===== config.mk =====
export PLATFORM = sky130hd
export DESIGN_NAME = split_op_alu
export DESIGN_NICKNAME = d
export VERILOG_FILES = /design/src/rtl/split_op_alu_pkg.sv /design/src/rtl/sop_regfile.sv /design/src/rtl/sop_oplatch.sv /design/src/rtl/sop_alu.sv /design/src/rtl/split_op_alu.sv
export SDC_FILE = /design/constraint.sdc
export NUM_CORES = 1
export LEC_CHECK = 0
export ABC_AREA = 1
export BUFFER_PORTS_ARGS = -buffer_cell sky130_fd_sc_hd__buf_4
export CORE_AREA = 5 5 125 127
export DETAILED_ROUTE_END_ITERATION = 6
export DIE_AREA = 0 0 130 132
export SETUP_SLACK_MARGIN = 0.5
export SYNTH_ARGS = -nofsm -noshare
export SYNTH_HDL_FRONTEND = slang
export SYNTH_SLANG_ARGS = --single-unit

===== constraint.sdc =====
create_clock -name clk -period 13.1 [get_ports clk]
set_clock_uncertainty 0.15 [all_clocks]
set_input_delay 2.62 -clock clk [delete_from_list [all_inputs] [get_ports clk]]
set_output_delay 2.62 -clock clk [all_outputs]
set_load 0.01 [all_outputs]

===== src/rtl/split_op_alu_pkg.sv =====
package split_op_alu_pkg;

  localparam int FLAG_W = 5;

  typedef struct packed {
    logic or_mode;
    logic use_cflag;
    logic cin;
    logic shr;
    logic pop;
  } ex_flags_t;

  function automatic ex_flags_t unpack_flags(input logic [FLAG_W-1:0] raw);
    ex_flags_t f;
    f.or_mode   = raw[4];
    f.use_cflag = raw[3];
    f.cin       = raw[2];
    f.shr       = raw[1];
    f.pop       = raw[0];
    return f;
  endfunction

endpackage


===== src/rtl/sop_regfile.sv =====
module sop_regfile #(
  parameter int DATA_W = 8,
  parameter int REG_N  = 8,
  localparam int SEL_W = $clog2(REG_N)
) (
  input  logic              clk,
  input  logic              rst,
  input  logic [SEL_W-1:0]  rd_a_sel,
  input  logic [SEL_W-1:0]  rd_b_sel,
  output logic [DATA_W-1:0] rd_a,
  output logic [DATA_W-1:0] rd_b,
  input  logic              wr_en,
  input  logic [SEL_W-1:0]  wr_sel,
  input  logic [DATA_W-1:0] wr_data
);

  logic [DATA_W-1:0] cells [REG_N];

  for (genvar g = 0; g < REG_N; g++) begin : g_cell
    always_ff @(posedge clk) begin
      if (rst) begin
        cells[g] <= '0;
      end else if (wr_en && (wr_sel == SEL_W'(g))) begin
        cells[g] <= wr_data;
      end
    end
  end

  assign rd_a = cells[rd_a_sel];
  assign rd_b = cells[rd_b_sel];

endmodule


===== src/rtl/sop_oplatch.sv =====
module sop_oplatch #(
  parameter int DATA_W = 8
) (
  input  logic              clk,
  input  logic              rst,
  input  logic              load,
  input  logic              invert,
  input  logic [DATA_W-1:0] raw_in,
  output logic [DATA_W-1:0] held,
  output logic [DATA_W-1:0] eff
);

  logic [DATA_W-1:0] conditioned;

  assign conditioned = invert ? ~raw_in : raw_in;

  always_ff @(posedge clk) begin
    if (rst) begin
      held <= '0;
    end else if (load) begin
      held <= conditioned;
    end
  end

  // load-first bypass: a same-cycle execute sees the new operand
  assign eff = load ? conditioned : held;

  p_hold_r8: assert property (@(posedge clk) disable iff (rst)
    !load |=> $stable(held));

  p_bypass_idle_r9: assert property (@(posedge clk) disable iff (rst)
    !load |-> eff == held);

endmodule


===== src/rtl/sop_alu.sv =====
module sop_alu
  import split_op_alu_pkg::*;
#(
  parameter int DATA_W = 8,
  localparam int CNT_W = $clog2(DATA_W + 1)
) (
  input  logic              clk,
  input  logic              rst,
  input  logic [DATA_W-1:0] opa,
  input  logic [DATA_W-1:0] opb,
  input  ex_flags_t         flags,
  input  logic              cflag_q,
  output logic [DATA_W-1:0] result,
  output logic              carry_out,
  output logic              carry_upd
);

  logic              cin_eff;
  logic [DATA_W:0]   sum;
  logic [DATA_W-1:0] base;
  logic [DATA_W-1:0] shifted;
  logic [DATA_W-1:0] masked;
  logic [CNT_W-1:0]  ones;

  assign cin_eff = flags.use_cflag ? cflag_q : flags.cin;
  assign sum     = {1'b0, opa} + {1'b0, opb} + {{DATA_W{1'b0}}, cin_eff};
  assign base    = flags.or_mode ? (opa | opb) : sum[DATA_W-1:0];
  assign shifted = flags.shr ? {1'b0, base[DATA_W-1:1]} : base;
  assign masked  = opa & opb;

  always_comb begin
    ones = '0;
    for (int i = 0; i < DATA_W; i++) begin
      ones = ones + CNT_W'(masked[i]);
    end
  end

  assign result    = flags.pop ? DATA_W'(ones) : shifted;
  assign carry_out = sum[DATA_W];
  assign carry_upd = !flags.or_mode && !flags.pop;

  p_pop_range_r7: assert property (@(posedge clk) disable iff (rst)
    flags.pop |-> result <= DATA_W'(DATA_W));

  p_shr_fill_r5: assert property (@(posedge clk) disable iff (rst)
    (flags.shr && !flags.pop) |-> !result[DATA_W-1]);

  p_or_cover_r4: assert property (@(posedge clk) disable iff (rst)
    (flags.or_mode && !flags.pop && !flags.shr) |-> ((result & opa) == opa));

endmodule


===== src/rtl/split_op_alu.sv =====
module split_op_alu
  import split_op_alu_pkg::*;
#(
  parameter int DATA_W = 8,
  parameter int REG_N  = 8,
  localparam int SEL_W = $clog2(REG_N),
  localparam int LD_W  = 2 * SEL_W + 2,
  localparam int EX_W  = SEL_W + FLAG_W
) (
  input  logic              clk,
  input  logic              rst,
  input  logic              ld_valid,
  output logic              ld_ready,
  input  logic [LD_W-1:0]   ld_word,
  input  logic              ex_valid,
  output logic              ex_ready,
  input  logic [EX_W-1:0]   ex_word,
  output logic              wb_valid,
  output logic [SEL_W-1:0]  wb_dst,
  output logic [DATA_W-1:0] wb_data,
  output logic              carry_flag
);

  logic [SEL_W-1:0]  a_sel, b_sel, c_sel;
  logic              inv_a, inv_b;
  ex_flags_t         flags;
  logic [DATA_W-1:0] rf_a, rf_b;
  logic [DATA_W-1:0] opa_held, opb_held, opa_eff, opb_eff;
  logic [DATA_W-1:0] alu_res;
  logic              alu_cout, alu_cupd;
  logic              ld_fire, ex_fire;

  assign ld_ready = 1'b1;
  assign ex_ready = 1'b1;
  assign ld_fire  = ld_valid && ld_ready;
  assign ex_fire  = ex_valid && ex_ready;

  assign a_sel = ld_word[2*SEL_W+1 -: SEL_W];
  assign inv_a = ld_word[SEL_W+1];
  assign b_sel = ld_word[SEL_W:1];
  assign inv_b = ld_word[0];
  assign c_sel = ex_word[EX_W-1 -: SEL_W];
  assign flags = unpack_flags(ex_word[FLAG_W-1:0]);

  sop_regfile #(.DATA_W(DATA_W), .REG_N(REG_N)) u_rf (
    .clk(clk), .rst(rst),
    .rd_a_sel(a_sel), .rd_b_sel(b_sel),
    .rd_a(rf_a), .rd_b(rf_b),
    .wr_en(ex_fire), .wr_sel(c_sel), .wr_data(alu_res)
  );

  sop_oplatch #(.DATA_W(DATA_W)) u_lat_a (
    .clk(clk), .rst(rst), .load(ld_fire), .invert(inv_a),
    .raw_in(rf_a), .held(opa_held), .eff(opa_eff)
  );

  sop_oplatch #(.DATA_W(DATA_W)) u_lat_b (
    .clk(clk), .rst(rst), .load(ld_fire), .invert(inv_b),
    .raw_in(rf_b), .held(opb_held), .eff(opb_eff)
  );

  sop_alu #(.DATA_W(DATA_W)) u_alu (
    .clk(clk), .rst(rst),
    .opa(opa_eff), .opb(opb_eff), .flags(flags), .cflag_q(carry_flag),
    .result(alu_res), .carry_out(alu_cout), .carry_upd(alu_cupd)
  );

  always_ff @(posedge clk) begin
    if (rst) begin
      carry_flag <= 1'b0;
      wb_valid   <= 1'b0;
      wb_dst     <= '0;
      wb_data    <= '0;
    end else begin
      wb_valid <= ex_fire;
      if (ex_fire) begin
        wb_dst  <= c_sel;
        wb_data <= alu_res;
        if (alu_cupd) carry_flag <= alu_cout;
      end
    end
  end

  p_wb_follow_r2: assert property (@(posedge clk) disable iff (rst)
    ex_valid |=> wb_valid);

  p_wb_idle_r2: assert property (@(posedge clk) disable iff (rst)
    !ex_valid |=> !wb_valid);

  p_wb_dst_r2: assert property (@(posedge clk) disable iff (rst)
    ex_valid |=> wb_dst == $past(ex_word[EX_W-1 -: SEL_W]));

  p_carry_keep_r4: assert property (@(posedge clk) disable iff (rst)
    (ex_valid && (ex_word[4] || ex_word[0])) |=> $stable(carry_flag));

  p_carry_idle_r3: assert property (@(posedge clk) disable iff (rst)
    !ex_valid |=> $stable(carry_flag));

  p_reset_clear_r10: assert property (@(posedge clk)
    rst |=> (!wb_valid && !carry_flag));

  p_ready_r11: assert property (@(posedge clk) disable iff (rst)
    ld_ready && ex_ready);

endmodule


== Yosys cells after proc, flatten, opt, wreduce, memory -nomap -nowiden ==
Memory sizes are Yosys's and may differ from the RTL's.
Cells that the tools add are included.
Word-level totals
  output and inout bits: 15
  RAM bits: 64
  logic and storage cells: 90
  memories: 1
  input bits: 20
  bits in registers: 29
Memory list
  u_rf.cells: words 8, bits a word 8, read ports 2, clocked after Yosys merged registers in 0, write ports 8, line sop_regfile.sv:17  | logic [DATA_W-1:0] cells [REG_N];
Operators by class
  reduce and logical (&&, ||, !) cells: 13
  equality and inequality tests: 7
  bitwise logic cells: 12
  add/sub/neg operators: 9
  multiplexer cells: 42
Operators with widths (number)
  $mux W8: 15
  $mux W1: 27
  $add A4 B1 Y4: 6
  $not A8 Y8: 2
  $eq A3 B3 Y1 const B: 4
  $add A8 B8 Y9: 1
  $add A9 B1 Y9: 1
  $logic_and A1 B1 Y1: 9
  $and A8 B8 Y8: 1
  $or A1 B1 Y1: 8
  $or A8 B8 Y8: 1
  $eq A3 B2 Y1 const B: 2
  $eq A3 B1 Y1 const B: 1
  $logic_not A3 Y1: 1
  $add A1 B1 Y2: 1
  $logic_not A1 Y1: 2
  $reduce_and A2 Y1: 1

== Depth between registers and ports, before layout ==
Gate-level depths: netlist of run 1.
An unclocked memory read counts as a cell.
  depth in word-level cells: 14
  mapped depth: 27
  mapped depth without buffers: 25

== Cells and area by module ==
Synthesis of run 1 repeated with hierarchy kept, for this count alone.
Unflattened totals
  cell total of the unflattened synthesis: 898
  area, all modules: 6332.3 um2
Modules (own cells, without submodules)
  sop_regfile: times used 1, cells an instance 536, area each 3998.8 um2, seq. area each 1921.8 um2
  sop_alu: times used 1, cells an instance 149, area each 934.6 um2, seq. area each 0.0 um2
  sop_oplatch: times used 2, cells an instance 76, area each 459.2 um2, seq. area each 160.2 um2
  split_op_alu: times used 1, cells an instance 61, area each 480.5 um2, seq. area each 260.2 um2

== Worst setup path before layout of run 1 ==
No wires, ideal clock.
  path kind: input port to flip-flop
  start point: input ld_word[1]
  end point: memory u_rf.cells[0][2], data pin
  arrival: 6.456 ns
  setup time: 0.259 ns
  slack: 6.235 ns
  stages: 22
  buffers on the path: 3
  required time: 12.691 ns
  cells stage by stage: buf_6 -> buf_2 -> clkbuf_1 -> o21ai_0 -> nand3_1 -> o21ai_0 -> xor2_1 -> nand2_1 -> nand2_1 -> ha_1 -> ha_1 -> fa_1 -> inv_1 -> fa_1 -> inv_1 -> fa_1 -> inv_1 -> fa_1 -> xnor2_1 -> a22oi_1 -> a21boi_4 -> nor2_1
RTL lines
  from (decl): line split_op_alu.sv:14  | input logic [LD_W-1:0] ld_word,
  to (decl): line sop_regfile.sv:17

==> results of run 1 <==
[sequential cells by signal, indices dropped and copies added, names as in the netlist]
register      count
u_rf.cells       64
u_lat_a.held      8
u_lat_b.held      8
wb_data           8
wb_dst            3
carry_flag        1
wb_valid          1
[metal layers]
layer	share of wire	GRT usage
met1	0.48	0.296
met2	0.42	0.273
met3	0.081	0.0417
met4	0.023	0.0699
met5	0	0
[through the flow]
stage          area [um^2]  hold WS (ps)  utilization  total power [mW]
6_report              6400           342        0.447             0.776
5_1_grt               6400           376        0.447             0.817
4_1_cts               6400           347        0.447             0.780
3_5_place_dp          6100           327        0.426             0.524
3_3_place_gp          6100           345        0.426             0.522
2_1_floorplan         5770           366            -             0.470
[power groups by stage]
stage          combinational (mW)  clock [mW]  sequential (mW)
2_1_floorplan               0.128           0            0.343
3_3_place_gp                0.177           0            0.345
3_5_place_dp                0.179           0            0.345
4_1_cts                     0.180       0.261            0.339
5_1_grt                     0.203       0.274            0.341
6_report                    0.180       0.257            0.339
[cell type report]
type / instances / share of cell area
multi-input cells: 492 / 0.423
flip-flops and latches: 93 / 0.391
inverters: 107 / 0.0632
repair buffers: 35 / 0.0411
well taps: 184 / 0.0360
clock buffers: 10 / 0.0358
clock inverters: 6 / 0.00997
[kinds of logic (layout without fill, tap and decap cells)]
family | after synthesis | after routing | share of synthesized area
compound gates | 170 | 170 | 0.160
xor+xnor | 16 | 16 | 0.0256
fa+ha+maj | 24 | 24 | 0.0586
buf+inv | 141 | 158 | 0.0980
flops | 93 | 93 | 0.434
mux | 1 | 1 | 0.00195
other cells | 1 | 2 | 0.000650
simple gates | 279 | 279 | 0.222
[placed cells by master, fill, tap and decap left out, drive strengths merged, types with 3 or more instances in the layout]
cell      instances
nand3            54
nor3              7
inv             107
clkinvlp          3
clkbuf           10
a21oi            77
fa                5
or2               5
ha               19
o211ai           11
xor2             15
buf              35
nand2           132
dfxtp            29
edfxtp           64
nor2             81
o21ai            73
[final timing paths]
check | slack (ps) | end
worst max-delay path | 6030 | u_rf.cells[4][1]$_SDFFCE_PN0P_
worst min-delay path | 340 | wb_data[1]$_SDFFE_PP0P_
worst max register to register | 8400 | u_rf.cells[4][1]$_SDFFCE_PN0P_
worst min register to register | 340 | wb_data[1]$_SDFFE_PP0P_
[worst max-delay path, cell delays in order]
cell and delay (ps):
buf_4 210, inv_2 400, nor2_1 90, o21ai_0 170, o21ai_0 110, xor2_1 150, nand2_1 60, nand2_1 110
ha_1 250, ha_1 310, fa_1 490, inv_1 50, fa_1 420, inv_1 70, fa_1 190, inv_1 60
fa_1 480, o22ai_1 80, a21oi_1 550, nor2_1 100
==> metrics, run 1 <==
status=completed; initial antenna violation count=0; hold_sp=wb_data[1]$_SDFFE_PP0P_; Syn Area/Cell=approximately 8.0 um^2; Slew Limit Fails=0; Setup crit start kind=primary input; post-route insts no fill=a little over 900; Switch Pwr=roughly 0.24 mW; area delta synth->final=10.9%; most common cell in the netlist=nand2_1; Peak Freq=0.141 GHz; Setup WS post-layout=6030 ps; ANT nets after route=0; origin of the critical flop-to-flop path=u_rf.cells[1][1]$_SDFFCE_PN0P_; sequential cell area=2500 um^2; ys flop type=edfxtp_1; Via density=5.33; CP Data Arrival Time=6990 ps; Port Buffer Count=32; CP Capture Type=flop; die height=132 um; Post-Synthesis Cells=725; Die X=130 um; leakage dissipation=2.85 nW; EDFF count, synth=64; Area contributors post-synth=edfxtp_1, dfxtp_1, nand2_1, inv_1, a21oi_1; CTS Sinks=a little over 90; Final Cycle Share=0.540; CTS tree=built; Placed Cells=911; drt pass-1 iters=6; Syn. warnings=0; post-synthesis instance area=about 5800 um^2; max cap viols=0; CTS buffer count=9; Netlist cell types=36; Post-Place Worst Slack=5710 ps; Clock Power Share=0.331; multi-input logic area=2710 um^2; Worst Reg-to-Reg Cells=20; Worst Setup SP=ld_word[5]; Flop pwr share=0.437; Final #Nets=around 800; sw frac=0.308; post-cts repair resize count=0; Seq/Total Area, Yosys=0.434; P_int=0.537 mW; Final setup viols=0; Tightest Pin Transition=928 ps; Max transition margin=0.377; Crit Path Category=in -> reg; RSZ-0062 raised after global routing=no; Std-Cell Rows=44; Required @ worst endpoint=13020 ps; total gr overflow=0; layout filler cell count=between 1000 and 1500; Final min period=7070 ps; gpl congestion=0.965; Async S/R FF share, synth=0; clk_lat worst skew=350 ps; Fin. Hold Viols=0; CORE AREA=14300 um^2; drt drc=0; clk buf depth=2; number of buffers added for setup after CTS=0; setup TNS=0 ps; H-tree depth=3; Total GRT Usage=0.196; dpl hpwl=12.3 mm; Synth area leader=edfxtp_1; crit path max fanout=33; first-pass GRT wire length=25.8 mm; Worst Hold Class=reg -> reg; drt wl/cell=17.4 um; initial core utilization=0.403; hold-critical path depth=2; largest net degree at the start of global routing=54; cell area power density=121 nW/um^2; Comb pwr share=0.232; peak supply drop=0.0861 mV; Worst-path clk slew=around 60 ps; DR iter-0 viols=595; proportion of layout cells with a drive suffix above 1=0.120; full die area=between 15000 and 20000 um^2; CTS root buf=clkbuf_16; final WL=16.2 mm; Synth top cells by count=nand2_1, inv_1, nor2_1, a21oi_1, o21ai_0; # diodes=0; #FFs+latches synth=93; hold_buf cts=0; DR vias=4939; top cell type's share of synthesized area=0.333; vias in the first global route=around 4600; Top Ports=35
Power figures use the tool's default switching activity.
==> run 2: changes to the inputs <==
--- a/config.mk
+++ b/config.mk
@@ -5,11 +5,11 @@
 export SDC_FILE = /design/constraint.sdc
 export NUM_CORES = 1
 export LEC_CHECK = 0
-export ABC_AREA = 1
+export ABC_AREA = 0
 export BUFFER_PORTS_ARGS = -buffer_cell sky130_fd_sc_hd__buf_4
-export CORE_AREA = 5 5 125 127
+export CORE_AREA = 5 5 124 126
 export DETAILED_ROUTE_END_ITERATION = 6
-export DIE_AREA = 0 0 130 132
+export DIE_AREA = 0 0 129 131
 export SETUP_SLACK_MARGIN = 0.5
 export SYNTH_ARGS = -nofsm -noshare
 export SYNTH_HDL_FRONTEND = slang
==> constraint.sdc (replaced) <==
create_clock -name clk -period 6.44 [get_ports clk]
set_clock_uncertainty 0.15 [all_clocks]
set_input_delay 1.288 -clock clk [delete_from_list [all_inputs] [get_ports clk]]
set_output_delay 1.288 -clock clk [all_outputs]
set_load 0.01 [all_outputs]
==> run 2 against run 1 <==
  * Non-clock buffer count grew 2
  * Synthesized area shrank 2.3%
  * Clock-buffer cell count is the same
  * Cell count down 26%
  * Power grew 110%
  * Synthesized cell count is 33% lower
  * Largest power group unchanged
  * Critical path depth fell by 2
  * Critical endpoint is now wb_data[1]$_SDFFE_PP0P_
  * Clock power increased by 86%
  * Sequential share of layout area rose by 0.69 points
  * Register-to-register slack lost 7000 ps
==> metrics, run 2 <==
Synth area leader=edfxtp_1; drt drc=0; CTS buffer count=9; hold slack=between 300 and 400 ps; largest net degree at the start of global routing=39; vias in the first global route=3940; post-synthesis instance area=5640 um^2; Total GRT Usage=0.172; status=completed; DR vias=~3900; CP Capture Type=flop; commonest non-fill, non-tap cell in the layout=nor2_1; Final min period=5690 ps; die height=between 100 and 150 um; # diodes=0; setup TNS=0 ps; Final #Nets=546; Async S/R FF share, synth=0; RSZ-0062 raised after global routing=no; Crit Path Category=in -> reg; top cell type's share of synthesized area=0.341; Syn Area/Cell=11.6 um^2; leakage dissipation=2.50 nW; dpl hpwl=10.0 mm; CORE AREA=around 14000 um^2; gpl congestion=between 0.8 and 0.9; drt wl/cell=approximately 20 um; Netlist cell types=55; most frequent cells in the layout=nor2_1, edfxtp_1, mux2i_1; peak supply drop=0.119 mV; Required @ worst endpoint=6540 ps; final WL=13.9 mm; Synth top cells by count=nor2_1, edfxtp_1, mux2i_1, mux4_2, dfxtp_1; Seq/Total Area, Yosys=0.444; Post-Place Worst Slack=153 ps; initial core utilization=0.397; Setup WS post-layout=752 ps; CTS root buf=clkbuf_16; ANT nets after route=0; Worst Hold Class=reg -> reg; Max transition margin=0.493; Slew Limit Fails=0; drt pass-1 iters=5; CTS Sinks=93; H-tree depth=3; Area contributors post-synth=edfxtp_1, mux4_2, dfxtp_1, mux2i_1, nor2_1; most common cell in the netlist=nor2_1; Worst-path clk slew=roughly 60 ps; hold_buf cts=0; DR iter-0 viols=247; simple-gate share of the synthesized area=0.141; post-synthesis mux area share=0.210; first-pass GRT wire length=21.8 mm; Syn. warnings=0; Tightest Pin Transition=756 ps; clk_lat worst skew=340 ps; Post-Synthesis Cells=between 400 and 500; proportion of layout cells with a drive suffix above 1=0.223; max cap viols=0; fin util=0.443; CTS tree=built; ys flop type=edfxtp_1; Port Buffer Count=32; layout filler cell count=1361; Die X=roughly 130 um; slowest CP cell=mux4_2; Std-Cell Rows=44; Fin. Hold Viols=0; total gr overflow=0; Top Ports=35; Setup crit start kind=primary input; largest register by flop count=u_rf.cells; Final Cycle Share=0.883; largest family of logic cells by synthesized area=multiplexers; full die area=16900 um^2; slowest cell delay on critical path=between 400 and 500 ps; area delta synth->final=11.5%; clk buf depth=2; compound-gate portion of the synthesized area=0.0686; XOR/XNOR Fraction of Synth Area=0.0311; Placement Cell Area=5990 um^2; crit-path cells=buf_4 -> mux4_2 -> mux2i_1 -> xnor2_1 -> mux2i_1 -> inv_1 -> ha_1 -> ha_1 -> fa_1 -> inv_1 -> fa_1 -> inv_1 -> fa_1 -> inv_1 -> fa_1 -> nand2_1 -> o21ai_1 -> a211oi_1; Final setup viols=0; cell area after layout=6290 um^2; CP Data Arrival Time=5790 ps; CP delay by family, top=adder cells; Buf+Inv Stages, Crit Path=5; Peak Freq=0.176 GHz; Adder-Cell Fraction of Synth Area=0.0599; EDFF count, synth=64; cell area power density=between 200 and 300 nW/um^2; max reg flops=64; Via density=5.61; crit path max fanout=9; #FFs+latches synth=93; initial antenna violation count=0
[run 2: power breakdown]
group	total (mW)	switching, mW	internal (mW)
clock	0.478	0.221	0.257
sequential	0.691	0.0169	0.674
combinational	0.437	0.267	0.170
[run 2: final timing paths]
path,slack (ps),to,from,cells past startpoint
worst max register to register,1440,wb_data[1]$_SDFFE_PP0P_,u_rf.cells[7][1]$_SDFFCE_PN0P_,17
worst min-delay path,310,wb_data[4]$_SDFFE_PP0P_,wb_data[4]$_SDFFE_PP0P_,2
worst min register to register,310,wb_data[4]$_SDFFE_PP0P_,wb_data[4]$_SDFFE_PP0P_,2
worst max-delay path,750,wb_data[1]$_SDFFE_PP0P_,ld_word[5],18
[run 2: layer usage]
| metal | vias to the layer above | share of wire | GRT usage |
|---|---|---|---|
| li1 | 1799 | - | - |
| met1 | 1928 | 0.46 | 0.242 |
| met2 | 130 | 0.46 | 0.266 |
| met3 | 16 | 0.056 | 0.0366 |
| met4 | 0 | 0.017 | 0.0593 |
| met5 | - | 0 | 0 |
[run 2: stage by stage]
step,total power [mW],std cells
floorplan,1.01,486
global placement,1.13,675
detailed placement,1.13,675
CTS,1.61,690
global route,1.69,690
finish,1.61,690
[run 2: final cells by class]
cell class	instances	area, um^2	area share
Clock buffer	10	229	0.0364
Tap cell	184	230	0.0366
Timing Repair Buffer	37	289	0.0460
Multi-Input combinational cell	336	2910	0.463
Clock inverter	5	28.8	0.00458
Sequential cell	93	2500	0.398
Inverter	25	93.8	0.0149
[run 2: logic make-up after synthesis]
family,count (synthesis)
compound gates,54
xor+xnor,20
fa+ha+maj,24
buf+inv,57
flops,93
mux,79
other cells,1
simple gates,157
[run 2: repair_timing]
item / 4_1_cts / 5_1_grt
endpoints found under the setup margin: 6 / 48
cloned: 0 / 0
resized for setup: 1 / 8
pin swaps: 0 / 0
buffers inserted: 0 / 0
[run 2: worst reg2reg max path: stages, from the launching register on]
cell and delay [ps]:
edfxtp_1 400, mux4_2 470, mux2i_1 210, xnor2_1 90
mux2i_1 250, inv_1 140, ha_1 270, ha_1 320
fa_1 480, inv_1 50, fa_1 470, inv_1 50
fa_1 380, inv_1 80, fa_1 410, nand2_1 90
o21ai_1 270, a211oi_1 320
==> run 3: changes to the inputs <==
--- a/config.mk
+++ b/config.mk
@@ -10,6 +10,7 @@
 export CORE_AREA = 5 5 124 126
 export DETAILED_ROUTE_END_ITERATION = 6
 export DIE_AREA = 0 0 129 131
+export PLACE_DENSITY = 0.57
 export SETUP_SLACK_MARGIN = 0.5
 export SYNTH_ARGS = -nofsm -noshare
 export SYNTH_HDL_FRONTEND = slang
==> run 3 against run 2 <==
  * Clock power rose by 7.5%
  * Power rose by 1.7%
  * Wire length rose by 2.9%
  * Maximum frequency rose by 0.12%
  * Die area did not move
  * Sequential power barely moved
  * Hold slack improved by 13 ps
  * Register-to-register slack improved by 170 ps
  * Setup slack improved by 6.6 ps
  * Sequential cell count did not move
  * First-iteration DRC count rose by 32%
  * Largest cell class unchanged
  * Final area rose by 0.34%
==> metrics, run 3 (synthesis gave the netlist of run 2 again) <==
proportion of layout cells with a drive suffix above 1=0.227; largest register by flop count=u_rf.cells; hold_sp=wb_data[4]$_SDFFE_PP0P_; gpl congestion=0.837; cell area after layout=about 6300 um^2; Crit Path Category=in -> reg; Placement Cell Area=6010 um^2; Std-Cell Rows=44; hold_buf cts=0; Setup crit start kind=primary input; dpl hpwl=10.2 mm; Total GRT Usage=0.175; slowest cell delay on critical path=550 ps; ANT nets after route=0; hold slack=320 ps; # diodes=0; Final min period=5680 ps; crit path max fanout=15; RSZ-0062 raised after global routing=no; Top Ports=35; Final setup viols=0; commonest non-fill, non-tap cell in the layout=nor2_1; DR iter-0 viols=around 330; CTS tree=built; cell area power density=259 nW/um^2; H-tree depth=3; Final #Nets=549; layout filler cell count=1333; drt wl/cell=20.6 um; Peak Freq=roughly 0.18 GHz; largest net degree at the start of global routing=39; CTS Sinks=93; vias in the first global route=3874; Max transition margin=0.631; total gr overflow=0; final WL=14.3 mm; max reg flops=64; first-pass GRT wire length=between 20 and 25 mm; setup TNS=0 ps; CTS buffer count=9; DR vias=between 3000 and 4000; Worst-path clk slew=about 60 ps; CORE AREA=between 10000 and 15000 um^2; initial antenna violation count=0; status=completed; Tightest Pin Transition=~550 ps; clk_lat worst skew=350 ps; Worst Hold Class=reg -> reg; crit-path cells=buf_4 -> mux4_2 -> mux2i_1 -> xnor2_1 -> mux2i_1 -> inv_1 -> ha_1 -> ha_1 -> fa_1 -> inv_1 -> fa_1 -> inv_1 -> fa_1 -> inv_1 -> fa_1 -> xnor2_1 -> nand2_1 -> o311a_2 -> nor2_1; full die area=16900 um^2; Die X=129 um; area delta synth->final=11.9%; slowest CP cell=mux4_2; origin of the critical flop-to-flop path=u_rf.cells[3][1]$_SDFFCE_PN0P_; clk buf depth=2; peak supply drop=0.158 mV; Final Cycle Share=0.882; most frequent cells in the layout=nor2_1, edfxtp_1, mux2i_1; Worst Setup SP=ld_word[1]; drt drc=0; CP Capture Type=flop; leakage dissipation=about 2.5 nW; initial core utilization=0.397; Port Buffer Count=32; CP Data Arrival Time=5610 ps; Required @ worst endpoint=6370 ps; CTS root buf=clkbuf_16; Slew Limit Fails=0; Fin. Hold Viols=0; Via density=between 5 and 6; drt pass-1 iters=4; max cap viols=0; die height=roughly 130 um
-- run 3: changes by cell type in the layout (fill, tap and decap cells not counted), sizes merged --
cell      change
clkinvlp      +1
inv           +2
clkbuf        +1
buf           +3
clkinv        -3
-- run 3: final timing paths --
path / cells past startpoint / endpoint / slack [ps]
hold / removal: 2 / wb_data[4]$_SDFFE_PP0P_ / 320
hold reg to reg: 2 / wb_data[4]$_SDFFE_PP0P_ / 320
setup reg to reg: 18 / u_rf.cells[0][2]$_SDFFCE_PN0P_ / 1610
setup / recovery: 19 / u_rf.cells[0][2]$_SDFFCE_PN0P_ / 760
-- run 3: where the power goes --
group / total, mW / internal, mW / switching, mW
clock: 0.514 / 0.286 / 0.228
combinational: 0.430 / 0.168 / 0.262
sequential: 0.691 / 0.674 / 0.0167
-- run 3: cell type report --
class | instances | area [um^2] | area share
well taps | 184 | 230 | 0.0365
inverters | 25 | 93.8 | 0.0149
clock inverters | 5 | 32.5 | 0.00516
clock buffers | 11 | 254 | 0.0403
flip-flops and latches | 93 | 2500 | 0.397
repair buffers | 40 | 304 | 0.0482
multi-input cells | 336 | 2890 | 0.458
-- run 3: timing repair --
| action | CTS | global route |
|---|---|---|
| hold endpoints to repair | 0 | 0 |
| buffers inserted | 0 | 0 |
| resized for setup | 0 | 3 |
| setup endpoints to repair | 0 | 17 |
-- run 3: through the flow --
step / utilization / power, mW / setup slack, ps / std cells
after floorplan: - / 1.01 / 549 / 486
after global placement: 0.423 / 1.13 / 254 / 678
after detailed placement: 0.423 / 1.13 / 195 / 678
after CTS: 0.443 / 1.65 / 574 / 694
after global routing: 0.444 / 1.72 / 507 / 694
final: 0.444 / 1.63 / 759 / 694
-- run 3: routing by layer --
metal	vias up	global-route usage	wire (um)
met5	-	0	0
met4	0	0.0556	244
met3	18	0.0317	831
met2	139	0.267	6560
met1	1905	0.254	6630
li1	1807	-	-
-- run 3: critical path: cells and delay by family --
kind	cells	cell delay (ps)
and+or+nand+nor	2	160
adders and majority gates	6	2030
xor gates and xnor gates	2	260
buffers and inverters	5	580
muxes	3	970
AOI/OAI and AO/OA	1	300
